==> config.mk <==
export PLATFORM = sky130hd
export DESIGN_NAME = markov_scan_gen
export DESIGN_NICKNAME = d
export VERILOG_FILES = /design/src/rtl/mkv_pkg.sv /design/src/rtl/mkv_lfsr.sv /design/src/rtl/mkv_pos_ctr.sv /design/src/rtl/mkv_cfg_regs.sv /design/src/rtl/markov_scan_gen.sv
export SDC_FILE = /design/constraint.sdc
export NUM_CORES = 1
export LEC_CHECK = 0
export BUFFER_PORTS_ARGS = -buffer_cell sky130_fd_sc_hd__buf_2
export CAP_MARGIN = 20
export CORE_MARGIN = 5
export CORE_UTILIZATION = 45
export CTS_CLUSTER_SIZE = 10
export DETAILED_ROUTE_END_ITERATION = 16
export GPL_TIMING_DRIVEN = 0
export PLACE_DENSITY_LB_ADDON = 0.12
export SLEW_MARGIN = 25
export SYNTH_ARGS = -nofsm -noshare
export SYNTH_HDL_FRONTEND = slang
export SYNTH_SLANG_ARGS = --single-unit
==> constraint.sdc <==
create_clock -name clk -period 2.9 [get_ports clk]
set_clock_uncertainty 0.2 [all_clocks]
set_input_delay 0.145 -clock clk [delete_from_list [all_inputs] [get_ports clk]]
set_output_delay 0.145 -clock clk [all_outputs]
set_load 0.005 [all_outputs]
==> src/rtl/mkv_pkg.sv <==
package mkv_pkg;

    localparam int unsigned RND_W = 16;
    localparam logic [RND_W-1:0] RND_SEED = 16'hACE1;
    localparam int unsigned CODE_W = 3;

    typedef logic [CODE_W-1:0] code_t;

    typedef struct packed {
        code_t leave0;
        code_t leave1;
    } prob_pair_t;

    function automatic logic [RND_W-1:0] rnd_step(input logic [RND_W-1:0] cur);
        return {cur[RND_W-2:0], cur[15] ^ cur[13] ^ cur[12] ^ cur[10]};
    endfunction

    function automatic logic shape_bit(input code_t code, input logic [2:0] r);
        logic w;
        case (code)
            3'd0:    w = r[0] & r[1] & r[2];
            3'd1:    w = r[0] & r[1];
            3'd3:    w = r[0] | r[1];
            3'd4:    w = r[0] | r[1] | r[2];
            default: w = r[0];
        endcase
        return w;
    endfunction

endpackage

==> src/rtl/mkv_lfsr.sv <==
module mkv_lfsr
    import mkv_pkg::*;
(
    input  logic             clk,
    input  logic             rst,
    output logic [RND_W-1:0] q
);

    always_ff @(posedge clk) begin
        if (rst) q <= RND_SEED;
        else     q <= rnd_step(q);
    end

    AST_RND_NONZERO: assert property (@(posedge clk) disable iff (rst) q != '0);
    AST_RND_SHIFTS:  assert property (@(posedge clk) disable iff (rst)
        1'b1 |=> q[RND_W-1:1] == $past(q[RND_W-2:0]));

endmodule

==> src/rtl/mkv_pos_ctr.sv <==
module mkv_pos_ctr #(
    parameter int unsigned SUB_LEN = 48,
    parameter int unsigned NUM_SUB = 4,
    localparam int unsigned CHAIN  = SUB_LEN * NUM_SUB,
    localparam int unsigned POS_W  = $clog2(CHAIN),
    localparam int unsigned SUB_W  = (NUM_SUB > 1) ? $clog2(NUM_SUB) : 1,
    localparam int unsigned OFF_W  = (SUB_LEN > 1) ? $clog2(SUB_LEN) : 1
) (
    input  logic             clk,
    input  logic             rst,
    input  logic             adv,
    output logic [POS_W-1:0] pos,
    output logic [SUB_W-1:0] sub
);

    logic [OFF_W-1:0] off;
    logic             off_last;
    logic             pos_last;

    assign off_last = (int'(off) == SUB_LEN - 1);
    assign pos_last = (int'(pos) == CHAIN - 1);

    always_ff @(posedge clk) begin
        if (rst) begin
            pos <= '0;
            sub <= '0;
            off <= '0;
        end else if (adv) begin
            if (pos_last) begin
                pos <= '0;
                sub <= '0;
                off <= '0;
            end else begin
                pos <= pos + 1'b1;
                if (off_last) begin
                    off <= '0;
                    sub <= sub + 1'b1;
                end else begin
                    off <= off + 1'b1;
                end
            end
        end
    end

    AST_POS_RANGE: assert property (@(posedge clk) disable iff (rst) int'(pos) < CHAIN);
    AST_SUB_RANGE: assert property (@(posedge clk) disable iff (rst) int'(sub) < NUM_SUB);
    AST_POS_WRAP:  assert property (@(posedge clk) disable iff (rst)
        adv && pos_last |=> pos == '0 && sub == '0);
    AST_POS_HOLD:  assert property (@(posedge clk) disable iff (rst)
        !adv |=> $stable(pos));

endmodule

==> src/rtl/mkv_cfg_regs.sv <==
module mkv_cfg_regs
    import mkv_pkg::*;
#(
    parameter int unsigned SUB_LEN = 48,
    parameter int unsigned NUM_SUB = 4,
    localparam int unsigned CHAIN  = SUB_LEN * NUM_SUB,
    localparam int unsigned POS_W  = $clog2(CHAIN),
    localparam int unsigned SUB_W  = (NUM_SUB > 1) ? $clog2(NUM_SUB) : 1
) (
    input  logic             clk,
    input  logic             rst,
    input  logic             busy,
    input  logic             prob_we,
    input  logic [SUB_W-1:0] wr_sub,
    input  code_t            wr_p01,
    input  code_t            wr_p10,
    input  logic             inv_we,
    input  logic [POS_W-1:0] wr_pos,
    input  logic             wr_inv,
    input  logic [SUB_W-1:0] rd_sub,
    input  logic [POS_W-1:0] rd_pos,
    output prob_pair_t       rd_pair,
    output logic             rd_inv
);

    prob_pair_t [NUM_SUB-1:0] tbl;
    logic       [CHAIN-1:0]   mask;

    for (genvar g = 0; g < NUM_SUB; g++) begin : g_tbl
        always_ff @(posedge clk) begin
            if (rst) begin
                tbl[g] <= '0;
            end else if (!busy && prob_we && int'(wr_sub) == g) begin
                tbl[g].leave0 <= wr_p01;
                tbl[g].leave1 <= wr_p10;
            end
        end
    end

    always_ff @(posedge clk) begin
        if (rst) begin
            mask <= '0;
        end else if (!busy && inv_we && int'(wr_pos) < CHAIN) begin
            mask[wr_pos] <= wr_inv;
        end
    end

    assign rd_pair = tbl[rd_sub];
    assign rd_inv  = mask[rd_pos];

    AST_TBL_FROZEN:  assert property (@(posedge clk) disable iff (rst)
        busy |=> $stable(tbl));
    AST_MASK_FROZEN: assert property (@(posedge clk) disable iff (rst)
        busy |=> $stable(mask));

endmodule

==> src/rtl/markov_scan_gen.sv <==
module markov_scan_gen
    import mkv_pkg::*;
#(
    parameter int unsigned SUB_LEN = 48,
    parameter int unsigned NUM_SUB = 4,
    localparam int unsigned CHAIN  = SUB_LEN * NUM_SUB,
    localparam int unsigned POS_W  = $clog2(CHAIN),
    localparam int unsigned SUB_W  = (NUM_SUB > 1) ? $clog2(NUM_SUB) : 1
) (
    input  logic             clk,
    input  logic             rst,
    input  logic             gen_en,
    input  logic             cfg_prob_we,
    input  logic [SUB_W-1:0] cfg_sub,
    input  logic [2:0]       cfg_p01,
    input  logic [2:0]       cfg_p10,
    input  logic             cfg_inv_we,
    input  logic [POS_W-1:0] cfg_inv_pos,
    input  logic             cfg_inv_val,
    output logic             scan_bit,
    output logic             scan_valid
);

    logic [RND_W-1:0] rnd;
    logic [POS_W-1:0] pos;
    logic [SUB_W-1:0] sub;
    prob_pair_t       pair;
    logic             inv_here;
    logic             state_q;
    logic             flip;
    logic             state_d;

    mkv_lfsr u_rnd (
        .clk (clk),
        .rst (rst),
        .q   (rnd)
    );

    mkv_pos_ctr #(.SUB_LEN(SUB_LEN), .NUM_SUB(NUM_SUB)) u_pos (
        .clk (clk),
        .rst (rst),
        .adv (gen_en),
        .pos (pos),
        .sub (sub)
    );

    mkv_cfg_regs #(.SUB_LEN(SUB_LEN), .NUM_SUB(NUM_SUB)) u_cfg (
        .clk     (clk),
        .rst     (rst),
        .busy    (gen_en),
        .prob_we (cfg_prob_we),
        .wr_sub  (cfg_sub),
        .wr_p01  (cfg_p01),
        .wr_p10  (cfg_p10),
        .inv_we  (cfg_inv_we),
        .wr_pos  (cfg_inv_pos),
        .wr_inv  (cfg_inv_val),
        .rd_sub  (sub),
        .rd_pos  (pos),
        .rd_pair (pair),
        .rd_inv  (inv_here)
    );

    // State-selected weighted bit drives the toggle input.
    always_comb begin
        if (state_q) flip = shape_bit(pair.leave1, rnd[5:3]);
        else         flip = shape_bit(pair.leave0, rnd[2:0]);
        state_d = state_q ^ flip;
    end

    always_ff @(posedge clk) begin
        if (rst) begin
            state_q    <= 1'b0;
            scan_bit   <= 1'b0;
            scan_valid <= 1'b0;
        end else if (gen_en) begin
            state_q    <= state_d;
            scan_bit   <= state_d ^ inv_here;
            scan_valid <= 1'b1;
        end else begin
            scan_bit   <= 1'b0;
            scan_valid <= 1'b0;
        end
    end

    AST_STATE_HOLD: assert property (@(posedge clk) disable iff (rst)
        !gen_en |=> $stable(state_q));
    AST_VALID_RISE: assert property (@(posedge clk) disable iff (rst)
        gen_en |=> scan_valid);
    AST_IDLE_QUIET: assert property (@(posedge clk) disable iff (rst)
        !gen_en |=> !scan_valid && !scan_bit);
    AST_STATE_PATH: assert property (@(posedge clk) disable iff (rst)
        gen_en && !$past(rst) |=> scan_bit == (state_q ^ $past(inv_here)));

endmodule

# Yosys cells after proc, flatten, opt, wreduce, memory -nomap -nowiden
# Index checks and enable logic that the tools add are counted.
[word_totals]
n_memories = 0
in_bits = 22
output_inout_bits = 2
regBits = 251
latchBits = 0
mem_bits_ro = 0
mem_bits_rw = 0
[classes]
reduce_logical = 15
eq_ne = 11
multipliers = 0
n_div = 0
bitwise_logic = 14
magnitude_cmp = 5
shifts = 0
n_mux = 16
add_sub_neg = 3
[op_table]
columns = ["op", "count"]
rows = [
  ["192-bit bitwise mux", 1],
  ["8-bit by 9-bit less-than comparator with 1-bit output (second input constant)", 2],
  ["6-bit two-way mux", 3],
  ["6-bit binary-select mux with 2-bit select", 1],
  ["8-bit by 1-bit adder with 8-bit output (second input constant)", 1],
  ["1-bit binary-select mux with 8-bit select", 1],
  ["1-bit demux with 8-bit select", 1],
  ["8-bit equality test (second input constant)", 1],
  ["8-bit by 1-bit greater-or-equal comparator with 1-bit output (second input constant)", 1],
  ["1-bit logical AND", 8],
  ["8-bit less-than comparator (second input constant)", 1],
  ["8-bit two-way mux", 1],
  ["1-bit case mux with 4 select lines", 2],
  ["6-bit by 1-bit adder with 6-bit output (second input constant)", 1],
  ["3-bit by 1-bit equality test with 1-bit output (second input constant)", 2],
  ["3-bit by 2-bit equality test with 1-bit output (second input constant)", 2],
  ["3-bit equality test (second input constant)", 2],
  ["6-bit equality test (second input constant)", 1],
  ["3-bit logical NOT", 2],
  ["1-bit XOR", 5],
  ["1-bit bitwise AND", 4],
  ["2-bit equality test (second input constant)", 2],
  ["1-bit two-way mux", 4],
  ["2-bit two-way mux", 2],
  ["other kinds (10)", 13],
]

# Depth between registers and ports, before layout
[depth]
ltp_word = 7
mapped_depth = 12

# Hierarchy
# From an unflattened synthesis, not the netlist that was laid out.
[unflattened]
hier_cells = 1454
hier_area_um2 = 12070.3
[by_module_without_submodules]
columns = ["mod", "n_inst", "seq_area_each_um2", "area_per_inst_um2", "cells_each"]
rows = [
  ["mkv_cfg_regs", 1, 4324.1, 10697.8, 1314],
  ["mkv_pos_ctr", 1, 320.3, 701.9, 77],
  ["mkv_lfsr", 1, 320.3, 454.2, 36],
  ["markov_scan_gen", 1, 60.1, 216.5, 27],
]

# Least setup slack after synthesis
# OpenSTA, ideal clock, no wires.
[synth_path]
path_type = "register -> register"
start = "register u_pos.pos[0]"
end = "register scan_bit"
setup_ps = 116
path_slack_ps = 194
arrival_ps = 2390
stages_incl_launch_ff = 8
period_less_slack_ps = 2706
cell_sequence = "dfxtp_1 buf_2 mux4_2 mux4_2 nor2b_1 o311a_1 nor3_1 and3b_1"
[synth_via]
elab_chain_len = 3
[synth_lines]
columns = ["item", "line_no", "text"]
rows = [
  ["start: declaration", "mkv_pos_ctr.sv:12", "output logic [POS_W-1:0] pos,"],
  ["start signal: assignment", "mkv_pos_ctr.sv:34", "pos <= pos + 1'b1;"],
  ["1-bit binary-select mux with 8-bit select", "mkv_cfg_regs.sv:49", "assign rd_inv = mask[rd_pos];"],
  ["1-bit two-way mux (not written as such)", "mkv_cfg_regs.sv:49", ""],
  ["1-bit XOR", "markov_scan_gen.sv:78", "scan_bit <= state_d ^ inv_here;"],
  ["end signal: assignment", "markov_scan_gen.sv:78", ""],
  ["end: declaration", "markov_scan_gen.sv:20", "output logic scan_bit,"],
]
# No other way between the ends. The select of a mux whose other input is x is not followed.
# A chain may end at the register's enable or synchronous reset.

# Worst setup path in the final report
# Ends and elaborated chain as after synthesis.

==> metrics.md <==
| Metric | Value |
|---|---|
| Final HPWL from detailed placement | 28.1 mm |
| Power Density | 554 nW/um^2 |
| DR DRC count | 0 |
| I/O Pins | 24 |
| Postcts setup bufs | 0 |
| Commonest cells in the netlist | dfxtp_1, a21oi_1, nand3_1, o21ai_0, clkbuf_1 |
| Number of enable flip-flop cells after synthesis | 0 |
| Slowest cell on the critical path | mux4_2 |
| FILL cells | 2486 |
| WHS Path Cells | 5 |
| Clock root cell | clkbuf_16 |
| Via count | 11212 |
| WL final | 41.8 mm |
| Diodes inserted | 0 |
| Finished Cell Area | 13500 um^2 |
| Max Buffers Root-to-Sink | 3 |
| Die Y | 171 um |
| Crit path max fanout | 10 |
| Synthesized area | 11700 um^2 |
| Max cap viols | 0 |
| Initial antenna violation count | 2 |
| Pin count of the biggest net entering global routing | 15 |
| Final ANT Viol Nets | 0 |
| HP Start | cfg_inv_pos[7] |
| Synth Flop Type | dfxtp_1 |
| Worst-Margin Slew | 1.01 ns |
| Latest clock arrival within the worst-skew pair | 0.56 ns |
| Ys async rst share | 0% |
| Syn avg cell area | 8.51 um^2 |
| Met1 Use GR | 38.2% |
| Hold Path Class | in -> reg |
| R2r setup slk | -0.03 ns |
| RSZ-0062 raised after global routing | yes |
| Hold Path End | u_cfg.mask[162] |
| Wire length per cell | 23.2 um |
| Sequential area share after synthesis | 43.0% |
| Failing checks | negative setup slack |
| CP peak stage delay | 0.54 ns |
| Drt via density | 6.24 |
| Startpoint types | flop |
| Type of the worst setup path | reg -> reg |
| Maximum VDD drop | 0.000444 V |
| Die Footprint | 29300 um^2 |
| Layout Cells excl Fill | 1797 |
| Arrival @ worst endpoint | 3.17 ns |
| Tcrit/Tclk final | 101% |
| Library cells used by synthesis | 49 |
| Initial DRC Count | 1372 |
| Most common cell in the netlist | dfxtp_1 |
| Hold Vio Cnt, Final | 0 |
| Status | complete, but fails checks |
| Share of the synthesized area in the top cell type | 43.0% |
| Placeable Area | 25800 um^2 |
| Worst Setup Slack, final | -0.0325 ns |
| Area contributors post-synth | dfxtp_1, mux4_2, a21oi_1 |
| Die width | 171 um |
| # setup viols final | 1 |
| Sink Count | 251 |
| First-pass GRT wire length | 62.5 mm |
| Worst-path clk slew | 0.06 ns |
| Cell row count | 59 |
| Lkg Pwr | 4.22 nW |
| Post-layout min period | 2.93 ns |
| GR Util met2 | 44.8% |
| YS warnings | 0 |
| Syn Nets | 1397 |
| R2R Path End | scan_bit |
| GPL Wtd Cong | 0.913 |
| CP endpoint kind | flop |
| Gr ovfl total | 0 |
| Placed Cells | 1738 |
| DR pass1 iterations | 6 |
| Tot GR Track Use | 27.8% |
| Layout cells sized above 1 | 10.8% |
| Worst r2r src | u_pos.pos[0] |
| Fmax | 0.341 GHz |
| Seq. cell area | 5030 um^2 |
| Data required, critical path | 3.14 ns |
| Area grow syn2layout | 15.5% |
| Synth area leader | dfxtp_1 |
| H-tree depth | 1 |
| M3 GR Usage | 3.97% |
| Final Max Slew Viols | 0 |
| Max-slew headroom | 32.3% |
| CTS tree | built |
| Initial Utilization | 45.2% |
| Most heavily used metal layer in global routing | met2 |
| Worst path cell trace | buf_12, buf_16, mux4_2, mux4_2, nor2b_1, o311a_1, nor3_1, and3b_1 |
| Synth Register Bits | 251 |
| Multi-input gate area | 6230 um^2 |
| Number of global-route vias before repair | 10394 |
| Crit path top cell by count | mux4_2 |
| CTS Buf Count | 30 |
| Power, Total | 7.48 mW |
| Final net count | 1477 |
| R2R depth | 8 |
| Post-place instance area | 12300 um^2 |
| Syn Inst Count | 1373 |
| Number of buffers inserted by port buffering | 21 |
==> worst max-delay path by stage <==
stage            startpoint               to  slack (ns)  depth (start not counted)
2_1_floorplan  u_pos.pos[0]         scan_bit        0.19                          7
3_3_place_gp         gen_en  u_cfg.mask[185]       -0.74                          6
3_5_place_dp   u_pos.pos[1]         scan_bit       -0.65                          7
4_1_cts        u_pos.pos[0]         scan_bit       -0.09                          7
5_1_grt        u_pos.pos[0]         scan_bit       -0.09                          8
6_report       u_pos.pos[0]         scan_bit       -0.03                          8
==> flip-flops by register name, summed over array words and instances, names as in the netlist <==
signal and flops:
u_cfg.mask 192, u_cfg.tbl 24, u_rnd.q 16, u_pos.pos 8
u_pos.off 6, u_pos.sub 2, scan_bit 1, scan_valid 1
state_q 1
==> critical path, delay by kind of cell, from the launching register on <==
kind                   cells  cell delay, ns
buffers and inverters      2            0.34
AND/OR/NAND/NOR            3            0.52
multiplexers               2            1.04
flip-flops                 1            0.40
AO/OA/AOI/OAI              1            0.32
==> timing repair <==
action | 4_1_cts | 5_1_grt
resized for setup | 19 | 14
hold endpoints to repair | 51 | 0
hold buffers | 20 | 0
pin swaps | 1 | 1
setup endpoints to repair | 14 | 9
==> cell type report <==
| cell class | instances | share of cell area [%] |
|---|---|---|
| well taps | 335 | 3.11 |
| clock inverters | 1 | 0.0650 |
| flip-flops and latches | 251 | 37.3 |
| clock buffers | 40 | 6.23 |
| repair buffers | 50 | 2.93 |
| inverters | 4 | 0.111 |
| plain buffers | 117 | 4.03 |
| multi-input cells | 999 | 46.2 |
==> cells in the final DEF (no fill, tap or decap), drive strengths merged, types with 5 or more instances in the layout <==
master,instances
a21oi,209
and2,10
buf,45
clkbuf,142
dfxtp,251
dlygate4sd3,20
inv,5
mux2i,44
mux4,48
nand2,102
nand2b,18
nand3,204
nor2,66
nor2b,22
nor3,26
o21ai,174
or2,8
or3,5
xnor2,6
xor2,8
==> routing by layer <==
layer,share of wire [%],routed length (um)
met1,41,17200
met3,8.6,3580
met2,46,19100
met5,0,0
met4,4.5,1870
==> power breakdown <==
| part | switching, mW | leakage (nW) | internal [mW] |
|---|---|---|---|
| clock | 1.43 | 0.415 | 1.98 |
| sequential | 0.0240 | 2.03 | 3.48 |
| combinational | 0.383 | 1.77 | 0.183 |
==> cells by family (layout without fill, tap and decap cells) <==
kind of cell | after synthesis | after routing | synth area share [%]
XOR/XNOR | 14 | 14 | 1.05
AO/OA/AOI/OAI | 405 | 405 | 17.9
flip-flops | 251 | 251 | 43.0
AND/OR/NAND/NOR | 483 | 483 | 20.1
adder cells (fa/ha/maj) | 2 | 2 | 0.214
buffers and inverters | 123 | 212 | 4.38
multiplexers | 95 | 95 | 13.3
==> metrics by stage <==
stage / utilization [%] / worst slack, ns / hold slack (ns) / setup TNS (ns)
6_report: 52.2 / -0.0325 / 0.0492 / -0.0325
5_1_grt: 52.2 / -0.0907 / 0.0699 / -0.0907
4_1_cts: 52.0 / -0.0880 / 0.0299 / -0.170
3_5_place_dp: 47.8 / -0.647 / 0.197 / -5.32
3_3_place_gp: 47.2 / -0.737 / 0.195 / -57.90
2_1_floorplan: - / 0.194 / 0.0889 / 0
No activity file was read; power rests on OpenSTA's default activity.
